$ cat src/rtl/dac_serial_writer.sv
module dac_serial_writer #(
  parameter int NUM_DEV     = 4,
  parameter int WORD_W      = 16,
  parameter int CLK_PS      = 4000,
  parameter int HALF_DIV    = 3,
  parameter int SETUP_CYC   = 3,
  parameter int LD_GAP_CYC  = 4,
  parameter int LD_LOW_CYC  = 4,
  parameter int CS_IDLE_CYC = 4,
  localparam int IDX_W = (NUM_DEV > 1) ? $clog2(NUM_DEV) : 1,
  localparam int LEN_W = $clog2(WORD_W + 1)
) (
  input  logic               clk,
  input  logic               rst_n,
  input  logic               req_valid,
  output logic               req_ready,
  input  logic [WORD_W-1:0]  req_data,
  input  logic [LEN_W-1:0]   req_len,
  input  logic [IDX_W-1:0]   req_dev,
  input  logic               load_tied,
  output logic [NUM_DEV-1:0] cs_n,
  output logic               sclk,
  output logic               sdo,
  output logic               ldac_n
);

  localparam int M1    = (HALF_DIV > SETUP_CYC) ? HALF_DIV : SETUP_CYC;
  localparam int M2    = (LD_GAP_CYC > LD_LOW_CYC) ? LD_GAP_CYC : LD_LOW_CYC;
  localparam int M3    = (M1 > M2) ? M1 : M2;
  localparam int MAXC  = (M3 > CS_IDLE_CYC) ? M3 : CS_IDLE_CYC;
  localparam int CNT_W = $clog2(MAXC + 1);
  localparam int BIT_W = $clog2(WORD_W);

  if (HALF_DIV < 1 || SETUP_CYC < 1 || LD_GAP_CYC < 1 || LD_LOW_CYC < 1 ||
      CS_IDLE_CYC < 1 ||
      2 * HALF_DIV * CLK_PS < 20000 || SETUP_CYC * CLK_PS < 10000 ||
      CS_IDLE_CYC * CLK_PS < 15000 || LD_GAP_CYC * CLK_PS < 15000 ||
      LD_LOW_CYC * CLK_PS < 15000) begin : g_bad_timing
    $error("dac_serial_writer: timing parameters violate converter limits");
  end

  typedef enum logic [2:0] {S_IDLE, S_SETUP, S_SHIFT, S_LDGAP, S_LDLOW, S_GAP} st_t;

  st_t               st;
  logic [CNT_W-1:0]  cnt;
  logic [BIT_W-1:0]  bitn;
  logic [WORD_W-1:0] sh, padded;
  logic              tied;

  always_comb begin
    if (req_len == '0 || req_len >= LEN_W'(WORD_W))
      padded = req_data;
    else
      padded = req_data << (LEN_W'(WORD_W) - req_len);
  end

  assign req_ready = (st == S_IDLE);
  assign sdo       = sh[WORD_W-1];

  always_ff @(posedge clk or negedge rst_n) begin
    if (!rst_n) begin
      st     <= S_IDLE;
      cnt    <= '0;
      bitn   <= '0;
      sh     <= '0;
      tied   <= 1'b0;
      cs_n   <= '1;
      sclk   <= 1'b0;
      ldac_n <= 1'b1;
    end else begin
      case (st)
        S_IDLE: if (req_valid) begin
          sh   <= padded;
          tied <= load_tied;
          cs_n <= ~(NUM_DEV'(1) << req_dev);
          cnt  <= CNT_W'(SETUP_CYC - 1);
          bitn <= '0;
          st   <= S_SETUP;
        end
        S_SETUP:
          if (cnt != '0) cnt <= cnt - 1'b1;
          else begin
            sclk <= 1'b1;
            cnt  <= CNT_W'(HALF_DIV - 1);
            st   <= S_SHIFT;
          end
        S_SHIFT:
          if (cnt != '0) cnt <= cnt - 1'b1;
          else if (!sclk) begin
            sclk <= 1'b1;
            cnt  <= CNT_W'(HALF_DIV - 1);
          end else begin
            sclk <= 1'b0;
            if (bitn == BIT_W'(WORD_W - 1)) begin
              sh   <= '0;
              cs_n <= '1;
              if (tied) begin
                cnt <= CNT_W'(CS_IDLE_CYC - 1);
                st  <= S_GAP;
              end else begin
                cnt <= CNT_W'(LD_GAP_CYC - 1);
                st  <= S_LDGAP;
              end
            end else begin
              sh   <= sh << 1;
              bitn <= bitn + 1'b1;
              cnt  <= CNT_W'(HALF_DIV - 1);
            end
          end
        S_LDGAP:
          if (cnt != '0) cnt <= cnt - 1'b1;
          else begin
            ldac_n <= 1'b0;
            cnt    <= CNT_W'(LD_LOW_CYC - 1);
            st     <= S_LDLOW;
          end
        S_LDLOW:
          if (cnt != '0) cnt <= cnt - 1'b1;
          else begin
            ldac_n <= 1'b1;
            cnt    <= CNT_W'(CS_IDLE_CYC - 1);
            st     <= S_GAP;
          end
        S_GAP:
          if (cnt != '0) cnt <= cnt - 1'b1;
          else st <= S_IDLE;
        default: st <= S_IDLE;
      endcase
    end
  end

endmodule

$ cat config.mk
export PLATFORM = sky130hd
export DESIGN_NAME = dac_serial_writer
export DESIGN_NICKNAME = d
export VERILOG_FILES = /design/src/rtl/dac_serial_writer.sv
export SDC_FILE = /design/constraint.sdc
export NUM_CORES = 1
export LEC_CHECK = 0
export CORE_MARGIN = 2
export CORE_UTILIZATION = 35
export DETAILED_ROUTE_END_ITERATION = 16
export PLACE_DENSITY = 0.59
export SETUP_SLACK_MARGIN = 0.1
export SYNTH_ARGS = -nofsm -noshare
export SYNTH_HDL_FRONTEND = slang
export SYNTH_SLANG_ARGS = --single-unit
$ cat constraint.sdc
create_clock -name clk -period 2.3 [get_ports clk]
set_input_delay 0.46 -clock clk [delete_from_list [all_inputs] [get_ports clk]]
set_output_delay 0.46 -clock clk [all_outputs]
set_load 0.02 [all_outputs]
### Word level (Yosys, flattened, before mapping)

Cells that the tools add are included.

* flip-flop bits (word level): 33
* input bits: 27
* output and inout port bits: 8
* logic and storage cells: 88

* $add $sub $neg: 3
* magnitude comparators: 1
* equality and inequality tests: 16
* shift operators: 2
* mux-type cells: 40
* bitwise operators: 1
* reduce and logical (&&, ||, !) cells: 17

Operators with widths (count)
* 2-to-1 mux 16 bit: 5
* 2-to-1 mux 3 bit: 14
* 2-to-1 mux 4 bit: 8
* one-hot mux 16 bit (2 select lines): 1
* != test 2 bit, second input constant: 10
* one-hot mux 3 bit (6 select lines): 1
* one-hot mux 4 bit (2 select lines): 2
* << shifter 16 x 5 -> 16 bit: 1
* one-hot mux 3 bit (5 select lines): 1
* AND reduction 5 bit: 2
* AND reduction 3 bit: 3
* AND reduction 8 bit: 1
* == test 3 x 2 -> 1 bit, second input constant: 2
* == test 3 bit, second input constant: 2
* 2-to-1 mux 1 bit: 6
* nonzero test 2 bit: 3
* greater-or-equal comparator 5 bit, second input constant: 1
* zero test 5 bit: 1
* nonzero test 5 bit: 1
* subtractor 5 bit, first input constant: 1
* adder 4 x 1 -> 4 bit, second input constant: 1
* == test 4 bit, second input constant: 1
* NOT 4 bit: 1
* one-hot mux 1 bit (2 select lines): 2
* other kinds (9): 9

### Logic depth before layout (Yosys ltp)

* word-level depth: 5
* depth in mapped cells: 12
* depth with buffers taken out: 9

### Worst setup path after synthesis

OpenSTA, ideal clock, no wires.

* path kind: input port to flip-flop
* start: input port req_len[0]
* end: register sh[15]
* library setup time: 0.126 ns
* data arrival time: 2.383 ns
* required time: 2.174 ns
* path slack: -0.209 ns
* cell stages on the path: 11
* buffers on the path: 4
* cells stage by stage: buf_6 -> buf_4 -> inv_2 -> ha_1 -> buf_2 -> buf_4 -> mux2i_1 -> mux2i_1 -> mux2i_1 -> a21oi_1 -> a221o_1

* cells in the longest elaborated chain, start to end: 5
* elaborated cells on any way between the ends: 8
* those cells by class: 1 x add/sub; 1 x order compare; 1 x shift; 3 x mux; 2 x reduce/logical

Ends and longest elaborated chain
* from (decl): line 18 `input logic [LEN_W-1:0] req_len,`
* subtractor 5 bit, or another cell as far along: line 54 `padded = req_data << (LEN_W'(WORD_W) - req_len);`
* << shifter 16 x 5 -> 16 bit or logical OR 1 bit (tied branches): line 54, 51
* 2-to-1 mux 16 bit *: line 51 `if (req_len == '0 || req_len >= LEN_W'(WORD_W))`
* 2-to-1 mux 16 bit *: line 72 `S_IDLE: if (req_valid) begin`
* one-hot mux 16 bit (2 select lines) *: line 71 `case (st)`
* to (signal assigned): line 73 `sh <= padded;`
* to (signal assigned): line 105 `sh <= sh << 1;`
* to (decl): line 47 `logic [WORD_W-1:0] sh, padded;`

Every way passes the cells marked *; elsewhere a longest branch is shown, timed or not. The select of a mux whose other input is x is not followed.
A chain may end at the register's enable or synchronous reset.

### Final worst setup path

* start: input port req_valid
* end: register sh[9]

* cells in the longest elaborated chain, start to end: 2

Ends and longest elaborated chain
* from (decl): line 15 `input logic req_valid,`
* != test 2 bit (no line)
* AND reduction 4 bit (no line)

Every way passes these cells.

==> metrics.txt <==
crit path launch type=input port; fin util=0.501; Max stage delay on crit path=between 0.5 and 0.6 ns; worst rel slew slack=0.706; Post-synth EDFFs=0; Layout Skew=around 0.008 ns; Core Area=0.00714 mm2; Synth cell types=57; outcome=finished clean; count leader, synth=dfrtp_1; die height=89.4 um; First-pass DRT Iterations=4; post-synth top area share=0.275; Worst-path clk slew=approximately 0.07 ns; Hold Vio Cnt, Final=0; # clock sinks=33; register area share after synthesis=0.326; largest net degree at the start of global routing=34; Setup crit end kind=flop; register bit total from synthesis=33; Overflow after GRT=0; Arr. time, crit path=2.29 ns; Slowest-stage cell, CP=clkdlybuf4s50_1; setup repair after global routing missed its margin=false; Leakage=~1.6 nW; Overall Global Routing Usage=0.183; worst slew pin tran=0.441 ns; row count=31; worst-path fanout max=6; die area=0.00799 mm2; nets@finish=383; final slew viol count=0; syn_area_per_cell=slightly below 10 um2; Power, Total=approximately 3.2 mW; first-pass GRT wire length=11.3 mm; vias per inst=approximately 5.4; Async SR Flop Fraction=1.00; worst endpoint required time=2.50 ns; vias in the first global route=roughly 2300; antenna-violating nets left=0; CTS Buffer Depth=2; Pwr per Cell Area=901 mW/mm2; remaining routing DRC violations=0; clk root buf=clkbuf_8; initial antenna violation count=0; CP cell instances=clkdlybuf4s50_1 -> nor4b_4 -> buf_4 -> nand4_2 -> nor2_1 -> nand2_1 -> o211ai_1; Post-Synthesis Cells=about 260; Port Buffers=34; fin crit share=0.907; fmax=480 MHz; Warnings, synthesis=0; area leader, netlist=dfrtp_1; min cycle time layout=around 2.1 ns; Final setup viols=0; largest cells by area after synthesis=dfrtp_1, mux2i_1, mux4_2; Die W=just under 90 um; Starting Density=0.358; top cells by count, synth=dfrtp_1, nand2_1, mux2i_1; drt wl/cell=about 16 um; Synth Cell Area=0.00255 mm2; syn_nets=~300; io pins=35; via count=around 2400; initial DRC count=around 150; GP Congestion=0.880; HPWL Detailed=5.16 mm; Synth Flop Type=dfrtp_1; Setup CP Type=input port to flop; CTS tree=built; finished layout cell area=between 0.003 and 0.004 mm2; P&R area growth vs syn=40.2%; fill count=slightly below 700; hold crit path type=flop to flop; Antenna Cells=0; placed cell area=0.00332 mm2; H-Tree Depth=2; peak supply drop=~0.58 mV; worst skew pair latency=~0.29 ns; Routed WL=about 7.0 mm; MaxCap Viol Count=0; layout cells sized above 1=0.311; Num CTS Buffers=5
logic make-up (layout without fill, tap and decap cells):
kind of cell / count (synthesis) / in the layout / synth area share
simple gates: 84 / 84 / 0.178
fa+ha+maj: 6 / 6 / 0.0294
xor+xnor: 7 / 7 / 0.0270
mux: 34 / 34 / 0.166
flops: 33 / 33 / 0.326
compound gates: 75 / 75 / 0.214
buf+inv: 25 / 111 / 0.0593
state kept, by name, indices dropped and copies added (netlist names):
name,count
ldac_n,1
sclk,1
sh,16
st,3
cnt,3
cs_n,4
bitn,4
tied,1
critical path, delay by kind of cell:
family	cells	cell delay, ns
AO/OA/AOI/OAI	1	0.18
buffers and inverters	2	0.74
AND/OR/NAND/NOR	4	0.91
layout by cell type (no fill, tap or decap), drive strengths merged, types with 11 or more instances in the layout:
cell,synthesis,layout
o21ai,17,17
clkdlybuf4s50,0,30
nor2,18,18
dfrtp,28,28
mux2i,21,21
nand2,25,25
buf,13,62
a21oi,18,18
nand3,11,11
through the flow:
stage	hold WS, ns	TNS (ns)	setup slack (ns)	cells
global placement	0.476	-5.40	-0.388	431
finish	0.496	0	0.215	449
floorplan	0.164	0	0.0168	264
CTS	0.500	0	0.108	447
detailed placement	0.484	-5.75	-0.444	431
global route	0.518	0	0.110	449
layout make-up:
type | instances | area [um2] | share of cell area
sequential | 33 | 833 | 0.233
multi-input combinational | 206 | 1640 | 0.458
tap | 99 | 124 | 0.0346
timing repair buffer | 96 | 858 | 0.240
clock buffer | 7 | 86.3 | 0.0241
inverter | 8 | 37.5 | 0.0105
timing repair:
action                                  in CTS  in global routing
hold buffers                                 0                  0
endpoints found under the setup margin      17                  6
gates resized for setup                     15                  5
buffers inserted                             9                  2
pin swaps                                    1                  2
routing by layer:
layer,wire length (um),track usage,vias up
met5,0,0,-
met2,3380,0.312,78
li1,-,-,1169
met4,135,0.0516,0
met1,3110,0.242,1165
met3,360,0.0295,13
power by group:
group          switching (mW)  internal, mW  leakage, nW  total (mW)
clock network           0.213         0.238       0.0443       0.451
logic                   0.844         0.873         1.13        1.72
registers               0.221         0.835        0.410        1.06
final timing paths:
check,slack (ns),depth (start not counted),to,start
max,0.21,7,sh[9],req_valid
min,0.50,2,ldac_n,ldac_n
max reg2reg,0.33,7,sh[14],cnt[0]
min reg2reg,0.50,2,ldac_n,ldac_n
max in group asynchronous,1.37,2,cs_n[3],rst_n
min in group asynchronous,0.58,2,cnt[2],rst_n
(Power assumes the default switching activity.)
